==> src/rtl/ber_pkg.sv <==
package ber_pkg;
  localparam int PRBS_ORDER = 11;
  localparam int PRBS_TAP   = 9;

  typedef enum logic [1:0] {
    ST_LOAD  = 2'd0,
    ST_CONF  = 2'd1,
    ST_TRACK = 2'd2
  } lock_state_e;
endpackage

==> src/rtl/prbs11_predictor.sv <==
module prbs11_predictor #(
  parameter int ORDER = 11,
  parameter int TAP   = 9
) (
  input  logic clk,
  input  logic rst_n,
  input  logic shift,
  input  logic use_rx,
  input  logic rx_bit,
  output logic pred
);
  logic [ORDER-1:0] hist;

  assign pred = hist[ORDER-1] ^ hist[TAP-1];

  always_ff @(posedge clk) begin
    if (!rst_n) hist <= '0;
    else if (shift) hist <= {hist[ORDER-2:0], (use_rx ? rx_bit : pred)};
  end

  // Generator state frozen on cycles without an accepted bit
  assert_hist_hold_R9: assert property (@(posedge clk) disable iff (!rst_n)
    !shift |=> $stable(hist));
endmodule

==> src/rtl/ber_lock_fsm.sv <==
module ber_lock_fsm
  import ber_pkg::*;
#(
  parameter int ORDER        = 11,
  parameter int LOCK_RUN     = 64,
  parameter int SPAN_BITS    = 128,
  parameter int SPAN_ERR_MAX = 16
) (
  input  logic clk,
  input  logic rst_n,
  input  logic take,
  input  logic rx_bit,
  input  logic pred,
  output logic use_rx,
  output logic err_hit,
  output logic locked
);
  localparam int FILL_W = $clog2(ORDER + 1);
  localparam int RUN_W  = $clog2(LOCK_RUN + 1);
  localparam int BLK_W  = $clog2(SPAN_BITS);
  localparam int BERR_W = $clog2(SPAN_ERR_MAX + 1);

  lock_state_e       st;
  logic [FILL_W-1:0] fill;
  logic [RUN_W-1:0]  run;
  logic [BLK_W-1:0]  blk;
  logic [BERR_W-1:0] blk_err;
  logic              miss;

  assign miss    = rx_bit ^ pred;
  assign use_rx  = (st == ST_LOAD);
  assign locked  = (st == ST_TRACK);
  assign err_hit = take && locked && miss;

  always_ff @(posedge clk) begin
    if (!rst_n) begin
      st <= ST_LOAD; fill <= '0; run <= '0; blk <= '0; blk_err <= '0;
    end else if (take) begin
      unique case (st)
        ST_LOAD: begin
          if (fill == FILL_W'(ORDER - 1)) begin
            st <= ST_CONF; run <= '0; fill <= '0;
          end else fill <= fill + 1'b1;
        end
        ST_CONF: begin
          if (miss) begin
            st <= ST_LOAD; fill <= '0;
          end else if (run == RUN_W'(LOCK_RUN - 1)) begin
            st <= ST_TRACK; blk <= '0; blk_err <= '0;
          end else run <= run + 1'b1;
        end
        ST_TRACK: begin
          if (miss && blk_err == BERR_W'(SPAN_ERR_MAX)) begin
            st <= ST_LOAD; fill <= '0;
          end else if (blk == BLK_W'(SPAN_BITS - 1)) begin
            blk <= '0; blk_err <= '0;
          end else begin
            blk <= blk + 1'b1;
            blk_err <= blk_err + BERR_W'(miss);
          end
        end
        default: st <= ST_LOAD;
      endcase
    end
  end

  assert_lock_from_confirm_R2: assert property (@(posedge clk) disable iff (!rst_n)
    $rose(locked) |-> $past(st) == ST_CONF);
  assert_drop_on_bit_R4: assert property (@(posedge clk) disable iff (!rst_n)
    $fell(locked) |-> $past(take) && $past(miss));
  assert_confirm_fail_R3: assert property (@(posedge clk) disable iff (!rst_n)
    (st == ST_CONF && take && miss) |=> st == ST_LOAD && fill == '0);
  assert_idle_state_R9: assert property (@(posedge clk) disable iff (!rst_n)
    !take |=> $stable(st));
endmodule

==> src/rtl/ber_window.sv <==
module ber_window #(
  parameter int WINDOW_BITS = 1000000,
  parameter int COUNT_W     = 32
) (
  input  logic               clk,
  input  logic               rst_n,
  input  logic               take,
  input  logic               err_hit,
  output logic [COUNT_W-1:0] pub
);
  localparam int POS_W = $clog2(WINDOW_BITS);

  logic [POS_W-1:0]   pos;
  logic [COUNT_W-1:0] acc;
  logic               last;
  logic               close;

  assign last  = (pos == POS_W'(WINDOW_BITS - 1));
  assign close = take && last;

  always_ff @(posedge clk) begin
    if (!rst_n) begin
      pos <= '0; acc <= '0; pub <= '0;
    end else if (take) begin
      if (last) begin
        pub <= acc + COUNT_W'(err_hit);
        acc <= '0;
        pos <= '0;
      end else begin
        acc <= acc + COUNT_W'(err_hit);
        pos <= pos + 1'b1;
      end
    end
  end

  assert_pos_range_R6: assert property (@(posedge clk) disable iff (!rst_n)
    pos < POS_W'(WINDOW_BITS));
  assert_pub_hold_R7: assert property (@(posedge clk) disable iff (!rst_n)
    !$stable(pub) |-> $past(close));
  assert_idle_window_R9: assert property (@(posedge clk) disable iff (!rst_n)
    !take |=> $stable(pos) && $stable(acc));
endmodule

==> src/rtl/prbs_ber_monitor.sv <==
module prbs_ber_monitor
  import ber_pkg::*;
#(
  parameter int WINDOW_BITS  = 1000000,
  parameter int LOCK_RUN     = 64,
  parameter int SPAN_BITS    = 128,
  parameter int SPAN_ERR_MAX = 16,
  parameter int COUNT_W      = 32
) (
  input  logic               clk,
  input  logic               rst_n,
  input  logic               s_valid,
  input  logic               s_data,
  output logic               s_ready,
  output logic               sync,
  output logic [COUNT_W-1:0] err_count,
  input  logic [2:0]         rd_addr,
  output logic [7:0]         rd_data
);
  localparam int NBYTES = COUNT_W / 8;

  logic take, pred, use_rx, err_hit;
  logic [7:0] byte_view [NBYTES];

  always_ff @(posedge clk) begin
    if (!rst_n) s_ready <= 1'b0;
    else        s_ready <= 1'b1;
  end

  assign take = s_valid && s_ready;

  prbs11_predictor #(.ORDER(PRBS_ORDER), .TAP(PRBS_TAP)) u_pred (
    .clk(clk), .rst_n(rst_n), .shift(take), .use_rx(use_rx),
    .rx_bit(s_data), .pred(pred));

  ber_lock_fsm #(.ORDER(PRBS_ORDER), .LOCK_RUN(LOCK_RUN),
                 .SPAN_BITS(SPAN_BITS), .SPAN_ERR_MAX(SPAN_ERR_MAX)) u_fsm (
    .clk(clk), .rst_n(rst_n), .take(take), .rx_bit(s_data), .pred(pred),
    .use_rx(use_rx), .err_hit(err_hit), .locked(sync));

  ber_window #(.WINDOW_BITS(WINDOW_BITS), .COUNT_W(COUNT_W)) u_win (
    .clk(clk), .rst_n(rst_n), .take(take), .err_hit(err_hit), .pub(err_count));

  for (genvar g = 0; g < NBYTES; g++) begin : g_bytes
    assign byte_view[g] = err_count[8*g +: 8];
  end

  always_comb begin
    rd_data = 8'h00;
    if (int'(rd_addr) < NBYTES) rd_data = byte_view[rd_addr];
    else if (int'(rd_addr) == NBYTES) rd_data = {7'b0, sync};
  end

  assert_err_needs_sync_R5: assert property (@(posedge clk) disable iff (!rst_n)
    err_hit |-> sync);
  assert_ready_after_reset_R1: assert property (@(posedge clk) disable iff (!rst_n)
    $past(rst_n) |-> s_ready);
endmodule

==> config.mk <==
export PLATFORM = sky130hd
export DESIGN_NAME = prbs_ber_monitor
export DESIGN_NICKNAME = d
export VERILOG_FILES = /design/src/rtl/ber_pkg.sv /design/src/rtl/prbs11_predictor.sv /design/src/rtl/ber_lock_fsm.sv /design/src/rtl/ber_window.sv /design/src/rtl/prbs_ber_monitor.sv
export SDC_FILE = /design/constraint.sdc
export NUM_CORES = 1
export LEC_CHECK = 0
export BUFFER_PORTS_ARGS = -buffer_cell sky130_fd_sc_hd__buf_2
export CAP_MARGIN = 20
export CORE_AREA = 2 2 177 109
export CTS_CLUSTER_DIAMETER = 100
export CTS_CLUSTER_SIZE = 28
export DETAILED_ROUTE_END_ITERATION = 8
export DIE_AREA = 0 0 179 111
export GPL_TIMING_DRIVEN = 0
export PLACE_DENSITY_LB_ADDON = 0.2
export SYNTH_ARGS = -nofsm -noshare
export SYNTH_HDL_FRONTEND = slang
export SYNTH_HIERARCHICAL = 1
export SYNTH_SLANG_ARGS = --single-unit
==> constraint.sdc <==
create_clock -name clk -period 6.7 [get_ports clk]
set_input_delay 0 -clock clk [delete_from_list [all_inputs] [get_ports clk]]
set_output_delay 0 -clock clk [all_outputs]
set_load 0.1 [all_outputs]
# ---- Word-level counts from Yosys, hierarchy flattened
# Cells that the tools add are included.
dict set report classes {
  add_sub_neg 6
  n_reduce_logical 13
  eq_ne 16
  n_mux 32
  bitwise_logic 3
  order_cmp 2
}
# cell count
set ops {}
lappend ops {{7-bit 2-to-1 mux} 7}
lappend ops {{32-bit by 1-bit adder with 32-bit output} 1}
lappend ops {{32-bit 2-to-1 mux} 1}
lappend ops {{7-bit one-hot mux with 2 select lines} 2}
lappend ops {{8-bit 2-to-1 mux} 3}
lappend ops {{20-bit by 1-bit adder with 20-bit output (second input constant)} 1}
lappend ops {{20-bit equality test (second input constant)} 1}
lappend ops {{20-bit 2-to-1 mux} 1}
lappend ops {{5-bit 2-to-1 mux} 4}
lappend ops {{8-bit binary-select mux with 2-bit select} 1}
lappend ops {{7-bit by 1-bit adder with 7-bit output (second input constant)} 2}
lappend ops {{4-bit 2-to-1 mux} 3}
lappend ops {{4-bit one-hot mux with 3 select lines} 1}
lappend ops {{5-bit one-hot mux with 2 select lines} 1}
lappend ops {{5-bit AND reduction} 2}
lappend ops {{2-bit 2-to-1 mux} 4}
lappend ops {{2-bit by 1-bit != test with 1-bit output (second input constant)} 4}
lappend ops {{4-bit AND reduction} 2}
lappend ops {{7-bit by 6-bit equality test with 1-bit output (second input constant)} 1}
lappend ops {{7-bit equality test (second input constant)} 1}
lappend ops {{2-bit != test (second input constant)} 3}
lappend ops {{2-bit one-hot mux with 3 select lines} 1}
lappend ops {{5-bit by 1-bit adder with 5-bit output} 1}
lappend ops {{5-bit equality test (second input constant)} 1}
lappend ops {{16 further kinds} 23}
dict set report totals {
  output_inout_bits 42
  word_cells 82
  register_bits 121
}

# ---- Depth between registers and ports, before layout
dict set report logic_depth {
  depth_word 6
  mapped_depth 13
  ltp_nobuf 11
}

# ---- Hierarchy
# Netlist, hierarchy kept.
# module seq_area_each_um2 n_inst area_per_inst_um2 cells_per_inst
set modules_own_cells {}
lappend modules_own_cells {ber_window 1681.6 1 4134.0 501}
lappend modules_own_cells {ber_lock_fsm 500.5 1 1440.1 177}
lappend modules_own_cells {prbs11_predictor 220.2 1 440.4 38}
lappend modules_own_cells {prbs_ber_monitor 20.0 1 292.8 24}

# ---- Worst setup path after synthesis
# Ideal clock, no wire load.
dict set report synth_path {
  path_kind {register to register}
  start {register u_fsm.st[0]}
  end {register u_win.acc[22]}
  path_stages_with_launch 14
  setup_time_ns 0.116
  arrival_time_ns 3.555
  required_ns 6.584
  setup_slack_ns 3.028
  path_buffers 2
  synth_period_minus_slack_ns 3.672
  cell_sequence {dfxtp_1 -> inv_1 -> ha_1 -> clkbuf_1 -> inv_1 -> nor3_1 -> ha_1 -> ha_1 -> and2_1 -> nand3_1 -> clkbuf_1 -> nor4_1 -> o21ai_0 -> a31o_2}
}
dict set report synth_between {
  elab_chain_cells 5
}
# element line
set synth_lines {}
lappend synth_lines {{from (decl)} ber_lock_fsm.sv:23} ;# lock_state_e st;
lappend synth_lines {{from (signal assigned)} ber_lock_fsm.sv:37} ;# st <= ST_LOAD; fill <= '0; run <= '0; blk <= '0; blk_err <= '0;
lappend synth_lines {{from (signal assigned)} ber_lock_fsm.sv:42} ;# st <= ST_CONF; run <= '0; fill <= '0;
lappend synth_lines {{from (signal assigned)} ber_lock_fsm.sv:47} ;# st <= ST_LOAD; fill <= '0;
lappend synth_lines {{2-bit equality test} ber_lock_fsm.sv:32} ;# assign locked = (st == ST_TRACK);
lappend synth_lines {{net sync} prbs_ber_monitor.sv:15} ;# output logic sync,
lappend synth_lines {{1-bit logical AND (2 in a row)} ber_lock_fsm.sv:33} ;# assign err_hit = take && locked && miss;
lappend synth_lines {{net err_hit} prbs_ber_monitor.sv:22} ;# logic take, pred, use_rx, err_hit;
lappend synth_lines {{32-bit by 1-bit adder with 32-bit output} ber_window.sv:30} ;# acc <= acc + COUNT_W'(err_hit);
lappend synth_lines {{32-bit 2-to-1 mux} ber_window.sv:25} ;# if (last) begin
lappend synth_lines {{to (signal assigned)} ber_window.sv:30}
lappend synth_lines {{to (decl)} ber_window.sv:14} ;# logic [COUNT_W-1:0] acc;
# The timed path passes the listed nets, and every way through them passes these cells.
# A chain may end at the register's enable or synchronous reset.

# ---- Worst setup path in the final report
dict set report layout_path {
  start {register u_fsm.st[0]}
  end {register u_win.pub[24]}
}
dict set report layout_between {
  elab_chain_cells 4
}
# element line
set layout_lines {}
lappend layout_lines {{2-bit equality test} ber_lock_fsm.sv:32}
lappend layout_lines {{1-bit logical AND (2 in a row)} ber_lock_fsm.sv:33}
lappend layout_lines {{net err_hit} prbs_ber_monitor.sv:22}
lappend layout_lines {{32-bit by 1-bit adder with 32-bit output} ber_window.sv:26} ;# pub <= acc + COUNT_W'(err_hit);
lappend layout_lines {{to (signal assigned)} ber_window.sv:26}
lappend layout_lines {{to (decl)} ber_window.sv:9} ;# output logic [COUNT_W-1:0] pub
# The timed path passes the listed nets, and every way through them passes these cells.

==> impl_results.md <==
* Outcome: complete, no violations
* Dpl hpwl at 13600 µm
* Post-Syn Area at 0.00631 mm²
* Mean Syn Cell Area at 8.52 µm²
* Initial core utilization at 34.1%
* Skew final at 10.1 ps
* ANT cells at 0
* Final setup fails at 0
* # DRC at 0
* Critical path origin: u_fsm/st[0]
* Largest net degree at the start of global routing at 17
* Gr usage total at 19.6%
* VDD IR max at 171 µV
* Synth cell types at 67
* WHS at 237 ps
* Net Sw Power at 397 µW
* Setup crit end kind: flop
* Initial antenna violation count at 0
* Unrepaired setup endpoints after global routing: false
* Seq pwr share at 43.1%
* Fillers at 1856
* Switching power share of the total at 23.7%
* Final worst slack at 2590 ps
* Comb pwr share at 3.2%
* IO Port Bufs at 46
* Top_reg_cell synth: dfxtp_1
* Layout cells sized above 1 at 14.5%
* Post-synthesis cell count at 740
* DIE HEIGHT at 111 µm
* Sequential area share after synthesis at 38.4%
* Worst Path Max Fanout at 10
* CTS Sinks at 121
* Worst hold start: s_valid
* Worst-skew pair later-pin latency at 420 ps
* Via count at 5713
* FFs w/ async S/R, synth at 0%
* Hold-fix buffers at CTS at 2
* Worst endpoint required time at 6990 ps
* 1st-pass router iterations at 6
* Layout net count at 827
* CTS Root Cell: clkbuf_16
* Seq cells post-synth at 121
* H-tree level count at 4
* Mapped Nets at 760
* Period utilization at 61.3%
* Drt via density at 5.36
* CTS buffer count at 17
* Drt initial violations at 649
* Gr ovfl total at 0
* Max Clk Rate at 244 MHz
* Setup bufs post-CTS at 0
* First-pass GRT wire length at 29800 µm
* Min Clock Period, post-route at 4110 ps
* Hold Path Class: in2reg
* Setup crit start kind: flop
* Core area at 0.0185 mm²
* Die ar. at 0.0199 mm²
* Final Hold Viols at 0
* Cell internal pwr at 1280 µW
* Post-route ant nets at 0
* Clock transition at the registers of the reported paths at 60 ps
* MaxCap Viol Count at 0
* PwrDens at 226 mW/mm²
* Worst-Margin Slew at 898 ps
* Row cnt at 39
* EDFF count, synth at 0
* Vias in the first global route at 5197
* Hold Crit Depth at 4
* Leak at 0.00258 µW
* Aggregate routed wire length at 18800 µm
* Place WS at 2710 ps
* Cells after DPL at 1032
* Rel. slew slack at 39.6%
* FF-to-FF path depth at 13
* Layout Cells excl Fill at 1065
* Critical path arrival at 4390 ps
* Routed len/inst at 17.6 µm
* Slew Limit Fails at 0
* Io pins at 49
* Synth warnings at 6
* Placer Congestion at 0.892
* Worst r2r src: u_fsm/st[0]
* Setup TNS at 0 ps
* Crit path kind: reg2reg
* Clock network fraction of total power at 53.7%
* Max Buffers Root-to-Sink at 2
* TritonCTS clock tree: yes
* Post_cts resized at 0
* Area grow syn2layout at 18.0%
* Die X at 179 µm
[stage by stage]
step                      util (%)  instance area, µm²  power (µW)
final                         40.2                7440        1680
after global routing          40.2                7440        1740
after CTS                     40.2                7440        1700
after detailed placement      37.0                6850         791
after global placement        37.0                6850         792
after floorplan                  -                6310         772
[cell type report]
class                      instances  area [µm²]  area share [%]
inverter                          17        65.1           0.874
clock inverter                    14         153            2.05
timing repair buffer              48         250            3.36
buffer                            46         205            2.76
multi-input combinational        556        3610            48.6
clock buffer                      17         425            5.72
tap                              246         308            4.14
sequential                       121        2420            32.5
[kinds of logic after synthesis]
family	synth area share (%)
mux	5.06
compound gates	16.2
flops	38.4
fa+ha+maj	2.58
simple gates	26.8
buf+inv	4.28
xor+xnor	6.65
[cell usage in the layout (no fill, tap or decap), types with 5 or more instances in the layout]
cell,n
nor2b_1,24
xnor2_1,27
nor4b_1,5
nor4_1,8
and4_1,7
nand4_1,15
a211oi_1,10
a32o_1,11
nor3_1,23
or2_2,6
dfxtp_1,121
ha_1,13
nand2b_1,5
or3_1,8
clkinv_4,5
nor2_1,61
nand2_1,53
and2_1,7
nor3b_1,9
o21ai_0,47
a21oi_1,49
and3_1,14
inv_1,14
clkbuf_1,33
a31o_2,5
or4_1,11
o21a_1,8
xor2_1,19
buf_2,52
a31oi_1,6
clkbuf_16,17
mux4_2,7
mux2i_1,15
nand3_1,39
[per-layer routing]
metal  up-vias  wire (µm)  global-route usage (%)
li1       2815          -                       -
met5         -          0                       0
met3         9       1860                    6.24
met4         0         93                    4.34
met2       234       6560                    23.3
met1      2655      10200                    32.5
[sequential cells by signal, indices dropped and copies added (netlist names)]
name / cells
u_fsm/run: 7
u_fsm/blk: 7
u_fsm/fill: 4
u_pred/hist: 11
u_win/acc: 32
u_win/pos: 20
u_win/pub: 32
u_fsm/blk_err: 5
u_fsm/st: 2
s_ready: 1
[worst max-delay path: stages (launching register included)]
cell	delay, ps
dfxtp_1	330
inv_1	80
ha_1	230
clkbuf_1	370
inv_1	240
nor3_1	400
ha_1	260
ha_1	250
and2_1	270
nand3_1	130
clkbuf_1	260
nor4_1	710
xnor2_1	300
a21oi_1	130
[Yosys cell counts, types with 14 or more instances]
cell type  instances  area, µm²
mux2i_1           15        150
nor2b_1           24        150
clkbuf_1          33        124
xor2_1            19        166
inv_1             14       52.6
nand2_1           53        199
nand3_1           39        195
dfxtp_1          121       2420
nand4_1           15       93.8
a21oi_1           49        245
and3_1            14       87.6
o21ai_0           47        235
xnor2_1           27        236
nor2_1            61        229
nor3_1            23        115
[path summary, 6_finish.rpt]
| check | slack (ps) | to |
|---|---|---|
| hold / removal | 240 | u_pred/hist[0] |
| setup reg to reg | 2590 | u_win/pub[24] |
| setup / recovery | 2590 | u_win/pub[24] |
| hold reg to reg | 490 | u_fsm/st[0] |
[power by group through the flow]
stage                     registers (µW)  clock network (µW)  logic, µW
final                                723                 903       53.8
after global routing                 723                 958       57.9
after CTS                            723                 923       53.3
after detailed placement             739                   0       52.3
after global placement               739                   0       52.8
after floorplan                      741                   0       31.4
No activity file was read; power rests on OpenSTA's default activity.
